--- src/rtl/cmg_pkg.sv ---
package cmg_pkg;

    typedef enum logic [2:0] {
        ST_RUN,
        ST_STOP,
        ST_SETTLE,
        ST_RAMP,
        ST_HALTED
    } seq_state_t;

    // Bit positions inside the two control bytes
    localparam int A_PDN_BIT    = 6;
    localparam int A_HALT_BIT   = 3;
    localparam int A_HALTED_BIT = 1;
    localparam int B_MODE_BIT   = 2;

endpackage

--- src/rtl/cmg_ctrl_regs.sv ---
module cmg_ctrl_regs
    import cmg_pkg::*;
(
    input  logic       clk,
    input  logic       rst_n,
    input  logic       wr_en,
    input  logic       wr_sel,
    input  logic [7:0] wr_data,
    input  logic       halted,
    output logic       pdn_req,
    output logic       halt_req,
    output logic       mode_req,
    output logic [7:0] rd_a,
    output logic [7:0] rd_b
);

    // Only three bits are stored; the remaining write bits are discarded.
    logic unused_wr_bits;
    assign unused_wr_bits = ^wr_data;

    always_ff @(posedge clk or negedge rst_n) begin
        if (!rst_n) begin
            pdn_req  <= 1'b0;
            halt_req <= 1'b0;
            mode_req <= 1'b0;
        end else if (wr_en) begin
            if (!wr_sel) begin
                pdn_req  <= wr_data[A_PDN_BIT];
                halt_req <= wr_data[A_HALT_BIT];
            end else begin
                mode_req <= wr_data[B_MODE_BIT];
            end
        end
    end

    always_comb begin
        rd_a               = '0;
        rd_a[A_PDN_BIT]    = pdn_req;
        rd_a[A_HALT_BIT]   = halt_req;
        rd_a[A_HALTED_BIT] = halted;
        rd_b               = '0;
        rd_b[B_MODE_BIT]   = mode_req;
    end

endmodule

--- src/rtl/cmg_settle_timer.sv ---
module cmg_settle_timer #(
    parameter int SETTLE_CYCLES = 24576
) (
    input  logic clk,
    input  logic rst_n,
    input  logic start,
    output logic expired
);

    localparam int CW = $clog2(SETTLE_CYCLES + 1);

    logic [CW-1:0] remain;

    always_ff @(posedge clk or negedge rst_n) begin
        if (!rst_n) begin
            remain <= '0;
        end else if (start) begin
            remain <= CW'(SETTLE_CYCLES);
        end else if (remain != '0) begin
            remain <= remain - 1'b1;
        end
    end

    assign expired = (remain == '0);

endmodule

--- src/rtl/cmg_gain_ramp.sv ---
module cmg_gain_ramp #(
    parameter int GAIN_W    = 8,
    parameter int GAIN_STEP = 32
) (
    input  logic              clk,
    input  logic              rst_n,
    input  logic              restore,
    input  logic              ramp_en,
    input  logic              tick,
    output logic [GAIN_W-1:0] gain,
    output logic              at_zero
);

    localparam logic [GAIN_W-1:0] FULL = '1;
    localparam logic [GAIN_W-1:0] STEP = GAIN_W'(GAIN_STEP);

    always_ff @(posedge clk or negedge rst_n) begin
        if (!rst_n) begin
            gain <= FULL;
        end else if (restore) begin
            gain <= FULL;
        end else if (ramp_en && tick) begin
            gain <= (gain > STEP) ? (gain - STEP) : '0;
        end
    end

    assign at_zero = (gain == '0);

endmodule

--- src/rtl/cmg_seq.sv ---
module cmg_seq
    import cmg_pkg::*;
(
    input  logic clk,
    input  logic rst_n,
    input  logic pdn_req,
    input  logic halt_req,
    input  logic mode_req,
    input  logic timer_expired,
    input  logic gain_zero,
    output logic mode_sel,
    output logic timer_start,
    output logic gain_restore,
    output logic ramp_en,
    output logic core_clk_en,
    output logic halted,
    output logic mode_pending
);

    seq_state_t state, state_nx;
    logic       may_apply;
    logic       apply;

    assign may_apply = (state == ST_STOP) || (state == ST_SETTLE) || (state == ST_HALTED);
    assign apply     = may_apply && (mode_req != mode_sel);

    // State and applied-mode registers
    always_ff @(posedge clk or negedge rst_n) begin
        if (!rst_n) begin
            state    <= ST_RUN;
            mode_sel <= 1'b0;
        end else begin
            state <= state_nx;
            if (apply) begin
                mode_sel <= mode_req;
            end
        end
    end

    // Transitions
    always_comb begin
        state_nx = state;
        unique case (state)
            ST_RUN: begin
                if (pdn_req)       state_nx = ST_STOP;
                else if (halt_req) state_nx = ST_RAMP;
            end
            ST_STOP: begin
                if (apply)                           state_nx = ST_SETTLE;
                else if (!pdn_req && timer_expired)  state_nx = halt_req ? ST_RAMP : ST_RUN;
            end
            ST_SETTLE: begin
                if (apply)              state_nx = ST_SETTLE;
                else if (timer_expired) begin
                    if (pdn_req)       state_nx = ST_STOP;
                    else if (halt_req) state_nx = ST_RAMP;
                    else               state_nx = ST_RUN;
                end
            end
            ST_RAMP: begin
                if (pdn_req)        state_nx = ST_STOP;
                else if (!halt_req) state_nx = ST_RUN;
                else if (gain_zero) state_nx = ST_HALTED;
            end
            ST_HALTED: begin
                if (!halt_req && !apply) begin
                    if (!timer_expired) state_nx = ST_SETTLE;
                    else if (pdn_req)   state_nx = ST_STOP;
                    else                state_nx = ST_RUN;
                end
            end
            default: state_nx = ST_RUN;
        endcase
    end

    // Outputs
    always_comb begin
        core_clk_en  = (state == ST_RUN) || (state == ST_RAMP);
        ramp_en      = (state == ST_RAMP);
        halted       = (state == ST_HALTED);
        timer_start  = apply;
        gain_restore = (state_nx == ST_RUN);
        mode_pending = (mode_req != mode_sel);
    end

endmodule

--- src/rtl/clkmode_guard.sv ---
module clkmode_guard
    import cmg_pkg::*;
#(
    parameter int SETTLE_CYCLES = 24576,
    parameter int GAIN_W        = 8,
    parameter int GAIN_STEP     = 32
) (
    input  logic              clk,
    input  logic              rst_n,
    input  logic              wr_en,
    input  logic              wr_sel,
    input  logic [7:0]        wr_data,
    input  logic              sample_tick,
    output logic              core_clk_en,
    output logic              clk_mode_sel,
    output logic              mode_pending,
    output logic [GAIN_W-1:0] gain,
    output logic [7:0]        ctrl_a_rd,
    output logic [7:0]        ctrl_b_rd
);

    logic pdn_req, halt_req, mode_req;
    logic halted, timer_start, timer_expired;
    logic gain_restore, ramp_en, gain_zero;

    cmg_ctrl_regs u_regs (
        .clk      (clk),
        .rst_n    (rst_n),
        .wr_en    (wr_en),
        .wr_sel   (wr_sel),
        .wr_data  (wr_data),
        .halted   (halted),
        .pdn_req  (pdn_req),
        .halt_req (halt_req),
        .mode_req (mode_req),
        .rd_a     (ctrl_a_rd),
        .rd_b     (ctrl_b_rd)
    );

    cmg_settle_timer #(.SETTLE_CYCLES(SETTLE_CYCLES)) u_timer (
        .clk     (clk),
        .rst_n   (rst_n),
        .start   (timer_start),
        .expired (timer_expired)
    );

    cmg_gain_ramp #(.GAIN_W(GAIN_W), .GAIN_STEP(GAIN_STEP)) u_ramp (
        .clk     (clk),
        .rst_n   (rst_n),
        .restore (gain_restore),
        .ramp_en (ramp_en),
        .tick    (sample_tick),
        .gain    (gain),
        .at_zero (gain_zero)
    );

    cmg_seq u_seq (
        .clk           (clk),
        .rst_n         (rst_n),
        .pdn_req       (pdn_req),
        .halt_req      (halt_req),
        .mode_req      (mode_req),
        .timer_expired (timer_expired),
        .gain_zero     (gain_zero),
        .mode_sel      (clk_mode_sel),
        .timer_start   (timer_start),
        .gain_restore  (gain_restore),
        .ramp_en       (ramp_en),
        .core_clk_en   (core_clk_en),
        .halted        (halted),
        .mode_pending  (mode_pending)
    );

endmodule

--- config.mk ---
export PLATFORM = sky130hd
export DESIGN_NAME = clkmode_guard
export DESIGN_NICKNAME = d
export VERILOG_FILES = /design/src/rtl/cmg_pkg.sv /design/src/rtl/cmg_ctrl_regs.sv /design/src/rtl/cmg_settle_timer.sv /design/src/rtl/cmg_gain_ramp.sv /design/src/rtl/cmg_seq.sv /design/src/rtl/clkmode_guard.sv
export SDC_FILE = /design/constraint.sdc
export NUM_CORES = 1
export LEC_CHECK = 0
export CAP_MARGIN = 40
export CORE_MARGIN = 1
export CORE_UTILIZATION = 55
export CTS_BUF_LIST = sky130_fd_sc_hd__clkbuf_2
export DETAILED_ROUTE_END_ITERATION = 16
export GPL_ROUTABILITY_DRIVEN = 0
export PLACE_DENSITY = 0.94
export SKIP_CTS_REPAIR_TIMING = 1
export SYNTH_ARGS = -nofsm -noshare
export SYNTH_HDL_FRONTEND = slang
export SYNTH_SLANG_ARGS = --single-unit
--- constraint.sdc ---
create_clock -name clk -period 3.3 [get_ports clk]
set_clock_uncertainty 0.1 [all_clocks]
set_input_delay 0.66 -clock clk [delete_from_list [all_inputs] [get_ports clk]]
set_output_delay 0.66 -clock clk [all_outputs]
set_load 0.01 [all_outputs]
# Word-level counts from Yosys, hierarchy flattened
# Index checks and enable logic that the tools add are counted.
# word_totals
regBits,30
inputBits,13
out_inout_bits,27
# op_classes
add_sub_neg,2
n_lt_le_gt_ge,1
eq_ne,5
mux,20
bitwise_logic,1
reduce_logical,19
# op_table
op,n
3-bit 2-to-1 mux,12
15-bit 2-to-1 mux,2
8-bit 2-to-1 mux,3
15-bit zero test,1
3-bit one-hot mux with 5 select lines,1
15-bit nonzero test,1
"15-bit by 1-bit subtractor with 15-bit output, second input constant",1
"8-bit by 6-bit greater-than comparator with 1-bit output, second input constant",1
8-bit zero test,1
"8-bit by 6-bit subtractor with 8-bit output, second input constant",1
"3-bit by 2-bit == test with 1-bit output, second input constant",2
3-bit zero test,2
1-bit logical AND,4
2-bit AND reduction,2
2-bit nonzero test,2
"3-bit by 1-bit == test with 1-bit output, second input constant",1
"3-bit == test, second input constant",1
1-bit zero test,3
1-bit logical OR,3
2-bit 2-to-1 mux,1
1-bit 2-to-1 mux,1
1-bit != test,1
1-bit inverter,1

# Longest topological paths before layout
# depth
ltp_word,10
ltp_mapped,9

# By module
# From an unflattened synthesis, not the netlist that was laid out.
# unflattened
hier_cells,172
area_unflattened_um2,1687.9
# by_module_without_submodules
mod,n_inst,cells_each,area_per_inst_um2,seq_area_each_um2
cmg_settle_timer,1,81,817.0,375.4
cmg_seq,1,42,376.6,100.1
cmg_ctrl_regs,1,25,254.0,75.1
cmg_gain_ramp,1,24,240.2,105.1

# Worst setup path before layout
# Ideal clock, no wire load.
# synth_timing
path_type,reg2reg
startpoint,reg u_timer.remain[0]
endpoint,reg u_ramp.gain[3]
setup_ns,0.061
arrival_time_ns,2.076
setup_slack_ns,1.064
path_stages_with_launch,10
path_buffers,1
path_cell_list,dfrtp_1 inv_1 ha_1 nor4b_1 and4_1 buf_6 mux2i_1 or3_1 or3b_4 nand2_1
# synth_via
elab_chain_len,7
elab_cells_between_ends,12
cone_classes,mux (8); reduce/logical (4)
# synth_rtl
element,line,source
start: declaration,cmg_settle_timer.sv:12,logic [CW-1:0] remain;
start signal: assignment,cmg_settle_timer.sv:18,remain <= CW'(SETTLE_CYCLES);
start signal: assignment,cmg_settle_timer.sv:20,remain <= remain - 1'b1;
15-bit zero test *,cmg_settle_timer.sv:24,assign expired = (remain == '0);
1-bit logical AND,cmg_seq.sv:50,else if (!pdn_req && timer_expired) state_nx = halt_req ? ST_RAMP : ST_RUN;
3-bit 2-to-1 mux,cmg_seq.sv:50,
3-bit 2-to-1 mux,cmg_seq.sv:49,if (apply) state_nx = ST_SETTLE;
3-bit one-hot mux with 5 select lines *,cmg_seq.sv:43,unique case (state)
3-bit zero test *,cmg_seq.sv:82,gain_restore = (state_nx == ST_RUN);
8-bit 2-to-1 mux or 2-bit nonzero test (tied branches),n/a,
end signal: assignment,cmg_gain_ramp.sv:23,gain <= (gain > STEP) ? (gain - STEP) : '0;
end: declaration,cmg_gain_ramp.sv:10,"output logic [GAIN_W-1:0] gain,"
# Mark *: on every way between the ends. The rest lies on a longest branch, timed or not.
# A chain may end at the register's enable or synchronous reset.

# Worst setup path in the final report
# layout_timing
startpoint,reg u_seq.state[0]
endpoint,out core_clk_en
# layout_via
elab_chain_len,2
elab_cells_between_ends,3
cone_classes,eq/ne (1); reduce/logical (2)
# layout_rtl
element,line,source
start: declaration,cmg_seq.sv:20,"seq_state_t state, state_nx;"
start signal: assignment,cmg_seq.sv:33,state <= state_nx;
3-bit by 2-bit == test with 1-bit output or 3-bit zero test (tied branches),cmg_seq.sv:78,core_clk_en = (state == ST_RUN) || (state == ST_RAMP);
1-bit logical OR *,cmg_seq.sv:78,
end: declaration,clkmode_guard.sv:14,"output logic core_clk_en,"
# Marked as above.

==> results.sh <==
export IMPL_synth_warnings=0
export IMPL_synthFlopType="sky130_fd_sc_hd__dfrtp_1"
export IMPL_peak_ir_drop_on_the_vdd_network_mv=0.427
export IMPL_io_pin_count=40
export IMPL_number_of_drc_violations_after_detailed_routing_iteration_0=30
export IMPL_grt_antenna_before_repair=0
export IMPL_netlist_area_um2=1660
export IMPL_clock_fmax_mhz=379
export IMPL_r2r_depth=8
export IMPL_coreArea_um2=2810
export IMPL_leading_cell_types_in_the_layout_fill_and_taps_excluded="sky130_fd_sc_hd__nor2_1, sky130_fd_sc_hd__clkdlybuf4s50_1, sky130_fd_sc_hd__dfrtp_1"
export IMPL_fraction_of_the_cycle_the_final_worst_path_needs_pct=79.9
export IMPL_num_antenna_cells=0
export IMPL_row_count=19
export IMPL_htreeDepth=1
export IMPL_fin_crit_ns=2.64
export IMPL_cts_reportedPaths_clkPinSlew_ns=0.23
export IMPL_failed_checks="DRC"
export IMPL_timing_critical_path_cells="xor2_1 > nor2_1 > clkdlybuf4s50_1"
export IMPL_clock_power_share_pct=7.7
export IMPL_syn_to_final_growth_pct=9.96
export IMPL_cts_buffers_inserted=3
export IMPL_cellLeakagePower_nw=0.764
export IMPL_final_setup_margin_ns=0.665
export IMPL_worst_slew_margin_relative_to_its_limit_pct=47.4
export IMPL_postSynthRegisterBits=26
export IMPL_final_layout_size_suffix_gt1_share_pct=12.4
export IMPL_synthesized_instance_count=179
export IMPL_hold_viol=0
export IMPL_synth_avg_cell_area_um2=9.26
export IMPL_setup_worst_path_end_class="primary output"
export IMPL_grt_setup_unrepaired="false"
export IMPL_seq_power_share_pct=39.3
export IMPL_hold_path_cell_count=2
export IMPL_routed_via_count=1236
export IMPL_final_core_utilization_pct=65.0
export IMPL_crit_required_ns=2.54
export IMPL_groute_layer_met1_usage_pct=26.4
export IMPL_crit_slowest_cell="sky130_fd_sc_hd__dfrtp_1"
export IMPL_maximum_clock_insertion_buffer_count=2
export IMPL_path_class="reg -> out"
export IMPL_setup_tns_final_ns=0
export IMPL_totalWireLength_um=2870
export IMPL_internal_power_uw=863
export IMPL_grt_overflow_total=0
export IMPL_power_frac_comb_pct=53.0
export IMPL_report_final_slew_viol_count=0
export IMPL_power_density_nw_per_um2=826
export IMPL_max_stage_delay_ns=0.63
export IMPL_cpLargestDelayFamily="flip-flops"
export IMPL_timing_max_cap_violations=0
export IMPL_final_antenna_net_count=0
export IMPL_setup_viol=0
export IMPL_cts_root_buf="sky130_fd_sc_hd__clkbuf_2"
export IMPL_die_area_um2=3240
export IMPL_grt_busiest_layer="met2"
export IMPL_dr_pass1_iters=10
export IMPL_worst_path_stages=3
export IMPL_chipHeight_um=56.9
export IMPL_worst_endpoint_arrival_ns=1.88
export IMPL_detail_route_vias_per_cell=5.49
export IMPL_wl_per_cell_um=12.7
export IMPL_met3_usage_pct=3.00
export IMPL_postSynth_asyncResetShare_pct=100
export IMPL_initial_utilization_pct=59.1
export IMPL_crit_fanout=12
export IMPL_fillers=217
export IMPL_cts_num_sinks=26
export IMPL_worstSkewPairLatency_ns=0.34
export IMPL_overall_fraction_of_global_route_tracks_in_use_pct=19.2
export IMPL_fp_dieW_um=56.9
export IMPL_maximum_number_of_pins_on_one_net_before_global_route_repair=27
export IMPL_timing_critical_path_from_type="flop"
export IMPL_grt_pass1_vias=1125
export IMPL_design_power_mw=1.51
export IMPL_seq_area_frac_synth_pct=39.5
export IMPL_final_net_count=210
export IMPL_netlist_cell_type_count=49
export IMPL_dp_hpwl_um=2160
export IMPL_timing_hold_worst_class="reg -> reg"
export IMPL_use_met2_pct=31.6
export IMPL_grt_pass1_wl_um=4910
export IMPL_power_switching_uw=643
export IMPL_dp_worst_setup_slack_ns=0.792
export IMPL_drc=6
export IMPL_tightest_slew_ns=0.786
export IMPL_p_sw_share_pct=42.7
export IMPL_cp_buffers_inverters=1
export IMPL_final_common_cell="sky130_fd_sc_hd__nor2_1"
export IMPL_run_status="finished, violations left"
export IMPL_synth_edff_count=0
export IMPL_buffer_ports_inserted=22
export IMPL_cts_tree="built"
-- cell families after synthesis --
logic type      share of synthesized area, %
flops                                   39.5
mux                                     4.68
fa+ha+maj                               1.51
simple gates                            24.2
compound gates                          10.3
other cells                            0.226
buf+inv                                 12.7
xor+xnor                                6.87
-- flip-flops by register name, indices dropped and copies added (netlist names) --
name / cells
u_timer.remain: 15
u_regs.pdn_req: 1
u_ramp.gain: 4
u_seq.mode_sel: 1
u_regs.mode_req: 1
u_seq.state: 3
u_regs.halt_req: 1
-- power by group through the flow --
stage | combinational (mW) | sequential, mW | clock, mW
2_1_floorplan | 0.613 | 0.553 | 0
3_3_place_gp | 0.779 | 0.589 | 0
3_5_place_dp | 0.800 | 0.594 | 0
4_1_cts | 0.803 | 0.588 | 0.122
5_1_grt | 0.893 | 0.609 | 0.133
6_report | 0.799 | 0.592 | 0.115
-- layout make-up --
| class | count | area, um^2 | share of cell area [%] |
|---|---|---|---|
| Clock inverter | 1 | 3.75 | 0.206 |
| Sequential cell | 26 | 656 | 36.0 |
| Tap cell | 31 | 38.8 | 2.13 |
| Inverter | 9 | 33.8 | 1.85 |
| Clock buffer | 3 | 15.0 | 0.824 |
| Multi-Input combinational cell | 130 | 833 | 45.7 |
| Timing Repair Buffer | 25 | 243 | 13.3 |
-- cell usage after synthesis (2+ instances only) --
master	n	area, um^2
sky130_fd_sc_hd__or2_2	3	18.8
sky130_fd_sc_hd__nor4b_1	3	26.3
sky130_fd_sc_hd__o211ai_1	2	15.0
sky130_fd_sc_hd__nor3_1	5	25.0
sky130_fd_sc_hd__nand3_1	3	15.0
sky130_fd_sc_hd__nor2b_1	4	25.0
sky130_fd_sc_hd__nand4b_1	2	17.5
sky130_fd_sc_hd__inv_1	9	33.8
sky130_fd_sc_hd__nand2_1	10	37.5
sky130_fd_sc_hd__o31ai_1	2	15.0
sky130_fd_sc_hd__clkbuf_1	4	15.0
sky130_fd_sc_hd__or3_1	2	12.5
sky130_fd_sc_hd__dfrtp_1	22	551
sky130_fd_sc_hd__xor2_1	8	70.1
sky130_fd_sc_hd__or4_1	2	15.0
sky130_fd_sc_hd__mux2_2	6	67.6
sky130_fd_sc_hd__buf_4	20	150
sky130_fd_sc_hd__nor2_1	23	86.3
sky130_fd_sc_hd__a21oi_1	6	30.0
sky130_fd_sc_hd__dfstp_2	4	105
sky130_fd_sc_hd__nand3b_1	3	22.5
sky130_fd_sc_hd__ha_1	2	25.0
sky130_fd_sc_hd__o21ai_0	4	20.0
sky130_fd_sc_hd__xnor2_1	5	43.8
-- worst register-to-register path, cell delays in order (launching register included) --
cell and delay (ns):
sky130_fd_sc_hd__dfrtp_1 0.45, sky130_fd_sc_hd__inv_1 0.10, sky130_fd_sc_hd__ha_1 0.24, sky130_fd_sc_hd__nor4b_1 0.22, sky130_fd_sc_hd__and4_1 0.40, sky130_fd_sc_hd__mux2i_1 0.14, sky130_fd_sc_hd__or3_1 0.36, sky130_fd_sc_hd__or3b_4 0.44
sky130_fd_sc_hd__nand2_1 0.09
-- stage by stage --
stage,cell area [um^2],hold slack (ns),instances
floorplan,1700,0.264,190
global route,1820,0.469,225
CTS,1820,0.455,225
finish,1820,0.447,225
global placement,1800,0.393,221
detailed placement,1800,0.406,221
-- layer usage --
metal  vias to the layer above  share of wire (%)  wire length, um
li1                        625                  -                -
met1                       576                 50             1420
met2                        31                 47             1340
met3                         4                2.9               82
met4                         0               0.87               25
met5                         -                  0                0
-- path summary, 6_finish.rpt --
kind	slack [ns]	startpoint	end
worst max-delay path	0.66	u_seq.state[0]	core_clk_en
worst min-delay path	0.45	u_timer.remain[14]	u_timer.remain[14]
worst max register to register	0.75	u_timer.remain[0]	u_ramp.gain[3]
worst min register to register	0.45	u_timer.remain[14]	u_timer.remain[14]
max in group asynchronous	2.27	rst_n	u_ramp.gain[5]
min in group asynchronous	0.54	rst_n	u_timer.remain[1]
No activity file was read; power rests on OpenSTA's default activity.
